File: src/rtl/aes_sbox_tower.sv
module aes_sbox_tower (
  input  logic [7:0] byte_in,
  input  logic       inverse,
  output logic [7:0] byte_out
);

  function automatic logic [7:0] g8_mul(logic [7:0] a, logic [7:0] b);
    logic [7:0] r, x;
    r = 8'h00;
    x = a;
    for (int i = 0; i < 8; i++) begin
      if (b[i]) r = r ^ x;
      x = x[7] ? ({x[6:0], 1'b0} ^ 8'h1b) : {x[6:0], 1'b0};
    end
    return r;
  endfunction

  function automatic logic [7:0] mat_apply(logic [63:0] m, logic [7:0] x);
    logic [7:0] r;
    r = 8'h00;
    for (int k = 0; k < 8; k++)
      if (x[k]) r = r ^ m[8*k +: 8];
    return r;
  endfunction

  function automatic logic [63:0] build_from_tower();
    logic [7:0]  w, y, lam;
    logic [63:0] m;
    logic        fw, fy;
    w = 8'h00; y = 8'h00; fw = 1'b0; fy = 1'b0; m = '0;
    for (int a = 2; a < 256; a++)
      if (!fw && ((g8_mul(g8_mul(8'(a), 8'(a)), g8_mul(8'(a), 8'(a))) ^ 8'(a) ^ 8'h01) == 8'h00)) begin
        w  = 8'(a);
        fw = 1'b1;
      end
    m[7:0] = 8'h01;
    for (int k = 1; k < 4; k++)
      m[8*k +: 8] = g8_mul(m[8*(k-1) +: 8], w);
    lam = m[31:24] ^ m[23:16];
    for (int a = 0; a < 256; a++)
      if (!fy && ((g8_mul(8'(a), 8'(a)) ^ 8'(a) ^ lam) == 8'h00)) begin
        y  = 8'(a);
        fy = 1'b1;
      end
    for (int k = 0; k < 4; k++)
      m[8*(k+4) +: 8] = g8_mul(y, m[8*k +: 8]);
    return m;
  endfunction

  function automatic logic [63:0] invert_map(logic [63:0] from_m);
    logic [63:0] to_m;
    to_m = '0;
    for (int j = 0; j < 8; j++)
      for (int a = 0; a < 256; a++)
        if (mat_apply(from_m, 8'(a)) == (8'h01 << j))
          to_m[8*j +: 8] = 8'(a);
    return to_m;
  endfunction

  localparam logic [63:0] FROM_TW = build_from_tower();
  localparam logic [63:0] TO_TW   = invert_map(FROM_TW);
  localparam logic [3:0]  LAMBDA  = 4'hC;

  function automatic logic [3:0] g16_mul(logic [3:0] a, logic [3:0] b);
    logic [3:0] r, x;
    r = 4'h0;
    x = a;
    for (int i = 0; i < 4; i++) begin
      if (b[i]) r = r ^ x;
      x = x[3] ? ({x[2:0], 1'b0} ^ 4'h3) : {x[2:0], 1'b0};
    end
    return r;
  endfunction

  function automatic logic [3:0] g16_sq(logic [3:0] a);
    return {a[3], a[1] ^ a[3], a[2], a[0] ^ a[2]};
  endfunction

  function automatic logic [3:0] g16_scale(logic [3:0] a);
    return g16_mul(a, LAMBDA);
  endfunction

  function automatic logic [3:0] g16_inv(logic [3:0] a);
    logic [3:0] a2, a4, a8;
    a2 = g16_sq(a);
    a4 = g16_sq(a2);
    a8 = g16_sq(a4);
    return g16_mul(g16_mul(a8, a4), a2);
  endfunction

  function automatic logic [7:0] rotl(logic [7:0] x, int n);
    logic [7:0] r;
    for (int i = 0; i < 8; i++) r[(i + n) % 8] = x[i];
    return r;
  endfunction

  function automatic logic [7:0] fwd_affine(logic [7:0] v);
    return v ^ rotl(v, 1) ^ rotl(v, 2) ^ rotl(v, 3) ^ rotl(v, 4) ^ 8'h63;
  endfunction

  function automatic logic [7:0] inv_affine(logic [7:0] v);
    logic [7:0] u;
    u = v ^ 8'h63;
    return rotl(u, 1) ^ rotl(u, 3) ^ rotl(u, 6);
  endfunction

  logic [7:0] pre, tw, inv8;
  logic [3:0] hi, lo, nrm, nrm_inv, oh, ol;

  assign pre      = inverse ? inv_affine(byte_in) : byte_in;
  assign tw       = mat_apply(TO_TW, pre);
  assign hi       = tw[7:4];
  assign lo       = tw[3:0];
  assign nrm      = g16_scale(g16_sq(hi)) ^ g16_mul(hi, lo) ^ g16_sq(lo);
  assign nrm_inv  = g16_inv(nrm);
  assign oh       = g16_mul(hi, nrm_inv);
  assign ol       = g16_mul(hi ^ lo, nrm_inv);
  assign inv8     = mat_apply(FROM_TW, {oh, ol});
  assign byte_out = inverse ? inv8 : fwd_affine(inv8);

endmodule


File: config.mk
export PLATFORM = sky130hd
export DESIGN_NAME = aes_sbox_tower
export DESIGN_NICKNAME = d
export VERILOG_FILES = /design/src/rtl/aes_sbox_tower.sv
export SDC_FILE = /design/constraint.sdc
export NUM_CORES = 1
export LEC_CHECK = 0
export BUFFER_PORTS_ARGS = -buffer_cell sky130_fd_sc_hd__buf_2
export CORE_UTILIZATION = 45
export DETAILED_ROUTE_END_ITERATION = 8
export SLEW_MARGIN = 20
export SYNTH_ARGS = -nofsm -noshare
export SYNTH_HDL_FRONTEND = slang
export SYNTH_SLANG_ARGS = --single-unit
File: constraint.sdc
create_clock -name vclk -period 10.6
set_clock_uncertainty 0.1 [all_clocks]
set_input_delay 1.59 -clock vclk [all_inputs]
set_output_delay 1.59 -clock vclk [all_outputs]
set_load 0.05 [all_outputs]
# == After elaboration in Yosys (flattened, before gate mapping) ==
# Index checks and enable logic that the tools add are counted.
# totals
romBits,0
input_bits,9
ram_bits,0
latchBits,0
n_memories,0
register_bits,0
wordCells,119
# op_classes
shift,0
n_bitwise,66
order_cmp,0
multipliers,0
n_reduce_logical,0
mux,53
n_eq_ne,0
n_div,0
addsub,0
# ops
cell,n
$mux W4,20
$xor A4 B4 Y4,19
$mux W8,6
$xor A8 B8 Y8,6
$mux W7,6
$not A2 Y2,16
$mux W2,15
$not A5 Y5,4
$mux W6,3
$not A6 Y6,2
$xor A1 B1 Y1,10
$not A3 Y3,3
$not A4 Y4,2
$not A5 Y6,1
$not A4 Y4 const A,1
$mux W3,1
$mux W1,2
$not A1 Y1,1
$not A1 Y1 const A,1

# == Longest topological paths before layout ==
# logic_depth
word_depth,74
depth_mapped,30
depth_no_buf,25

# == Worst setup path after synthesis ==
# No wires, ideal clock.
# synth_path
path_kind,input to output
startpoint,input port byte_in[3]
endpoint,output port byte_out[2]
path_buffers,4
slack_ns,0.161
required_ns,8.910
t_arrival_ns,8.749
stages,28
path_cell_list,buf_2 -> xor3_1 -> o211a_1 -> or2_2 -> xnor2_1 -> ha_1 -> xnor2_1 -> xnor2_1 -> xnor2_1 -> xor3_1 -> buf_4 -> xnor2_1 -> xnor2_1 -> ha_1 -> clkbuf_1 -> xnor2_1 -> mux2_2 -> nor3_1 -> mux2i_1 -> xnor2_1 -> clkbuf_1 -> o21ai_0 -> o22ai_2 -> xor2_2 -> xnor3_1 -> xor3_1 -> nor2_2 -> xnor2_1
# synth_via
elab_chain_len,59
# synth_rtl
element,line,source
"start, declared",2,"input logic [7:0] byte_in,"
$xor A8 B8 Y8,104,"return rotl(u, 1) ^ rotl(u, 3) ^ rotl(u, 6);"
$mux W8 *,110,assign pre = inverse ? inv_affine(byte_in) : byte_in;
$mux W6,22,if (x[k]) r = r ^ m[8*k +: 8];
$mux W7 (2 in a row),22,
$not A5 Y5 (no source line),n/a,
$mux W6,22,
$mux W8 or $not A5 Y6 (tied branches),n/a,
$not A6 Y6 (no source line) or $mux W8 (tied branches),n/a,
[... 40 more ...],n/a,
$not A6 Y6 (no source line) or $mux W8 (tied branches),n/a,
$mux W7 or $not A6 Y6 (tied branches),n/a,
$not A1 Y1 (no source line) or $mux W7 (tied branches),n/a,
$mux W3,22,
$mux W7 or $not A5 Y5 (tied branches),n/a,
$xor A8 B8 Y8 or $mux W7 (tied branches),"98, 22",
$xor A8 B8 Y8 (3 in a row),98,"return v ^ rotl(v, 1) ^ rotl(v, 2) ^ rotl(v, 3) ^ rotl(v, 4) ^ 8'h63;"
$mux W8 *,119,assign byte_out = inverse ? inv8 : fwd_affine(inv8);
"end, declared",4,output logic [7:0] byte_out
# Mark *: on every way between the ends. The rest lies on a longest branch, timed or not.

# == Final worst setup path ==
# Same ends and word-level chain as after synthesis.

==> impl_metrics.toml <==
[run_status]
outcome = "finished clean"

[cells_and_area]
area_growth_pct = 10.4
nClkBuffers = 0
nFlopsAndLatches = 0
nNetsFinal = 398
drive_gt1_frac = 0.232
antenna_cells = 0
seqCellArea_sq_um = 0
n_fill_cell = 615
multiInputGateArea_sq_mm = 0.00284

[routing]
drt_pass1_iterations = 4
ant_nets = 0
vias_per_cell = 5.89
avgRoutedWirePerCell_um = 15.5
vias = 2708
drt_drc_violations_left = 0
drtIter0Drc = 118
wirelength_um = 7120

[floorplanning]
coreArea_sq_mm = 0.00635
die_h_um = 82.9
rows = 29
fp.dieW_um = 82.9
start_util = 0.464
die-area_sq_mm = 0.00687
io_pins = 17

[synth]
synth_top_area_share = 0.149
ys_types = 70
postSynthAreaPerCell_sq_um = 8.09
synth_fp_nets = 377
yosysWarnings = 0
yosys-top-cells-area = "xnor2_1, xnor3_1, xor3_1"
ys_seq_area_frac = 0
yosysTopAreaCell = "xnor2_1"
syn_inst = 364
synthTopCellsByCount = "xnor2_1, nand2_1, nor2_1"
syn_area_sq_mm = 0.00294
synth_most_common_cell = "xnor2_1"

[timing]
finalCritPeriodShare = 0.965
worst_slack_ps = 370
worst_pin_slew_ps = 1040
relSlewSlack = 0.300
drv_slew = 0
fmax_mhz = 97.8
min_period_ps = 10230
finalHoldViolations = 0
tns_ps = 0
setup-violations-final = 0
hold_ws_ps = 3910

[worst_setup_path]
end_kind = "output port"
setup.worst_path.start_class = "input pin"
arrival_ps = 8540
crit_fanout = 11
worstSetupPathType = "input pin to output port"
worstPathRequired_ps = 8910
cp-endpoint = "byte_out[2]"
startpoint = "byte_in[3]"

[grt]
grt_pass1_wl_um = 12300
grt_start_max_net_pins = 23
grt_pass1_vias = 2552
antenna_found_initial = 0
grt_usage = 0.206
grt_overflow_total = 0

[hold_path]
hp-class = "input pin to output port"

[placement]
port_buffers = 17
place_worst_setup_slack_ps = 282
gp_congestion = 0.834
hpwlAfterDp_um = 5580

[clocking]
cts.hold.buffers_added = 0

[run]
drv_cap = 0
[what timing repair did]
action / in CTS / in global routing
gates resized for setup: 0 / 5
endpoints found under the setup margin: 0 / 5
endpoints found under the hold margin: 0 / 0
setup buffers: 0 / 7
[cells in the final DEF, fill, tap and decap left out, drive strengths merged, types with 8 or more instances in the layout]
cell type / count
a21oi: 24
nor2: 28
o21ai: 15
o22ai: 9
nand2: 29
nand3: 9
mux2: 8
a211oi: 9
nor3: 12
xnor3: 9
buf: 43
xor3: 8
xor2: 21
mux2i: 18
xnor2: 57
[worst min path at each step]
stage | startpoint | to | depth (start not counted)
finish | inverse | byte_out[0] | 5
global placement | inverse | byte_out[0] | 5
floorplan | inverse | byte_out[0] | 4
CTS | inverse | byte_out[0] | 5
detailed placement | inverse | byte_out[0] | 5
global route | inverse | byte_out[2] | 5
[metal layers]
metal  routed length (um)  track usage  up-vias
met3                  255       0.0129        9
met2                 3470        0.369       82
met1                 3320        0.273     1254
met5                    0            0        -
li1                     -            -     1363
met4                   81       0.0408        0
[worst max-delay path: stages]
cell	delay, ps
buf_2	210
xor3_1	480
o211a_1	280
or2_2	360
xnor2_2	180
o211a_1	160
or4_1	700
a211oi_4	370
nand2b_1	240
xnor2_1	160
ha_2	360
buf_4	180
inv_1	120
o221a_2	320
a22oi_1	200
o31a_1	160
o22ai_2	120
nor2_4	300
mux2_4	340
o22ai_2	190
xor2_2	290
xnor3_1	500
xor3_1	220
nor2_2	100
xnor2_1	120
buf_2	280
[cells by family after synthesis]
logic type      Yosys count  synth area share
simple gates            107             0.176
compound gates          102             0.261
fa+ha+maj                 5            0.0204
xor+xnor                 95             0.391
buf+inv                  29            0.0484
mux                      26             0.103
[cell type report]
cell class	count	share of cell area
inverter	5	0.00578
tap	77	0.0296
multi-input combinational	335	0.874
timing repair buffer	43	0.0901
[per-stage QoR]
stage                     cells  cell area (sq um)  utilization
after floorplan             364               2940            -
after global placement      453               3150        0.496
after detailed placement    453               3150        0.496
after CTS                   453               3150        0.496
after global routing        460               3250        0.512
final                       460               3250        0.512
Power is not shown: default switching activity piles up to over one toggle a cycle in this logic, so the estimate is an artifact.
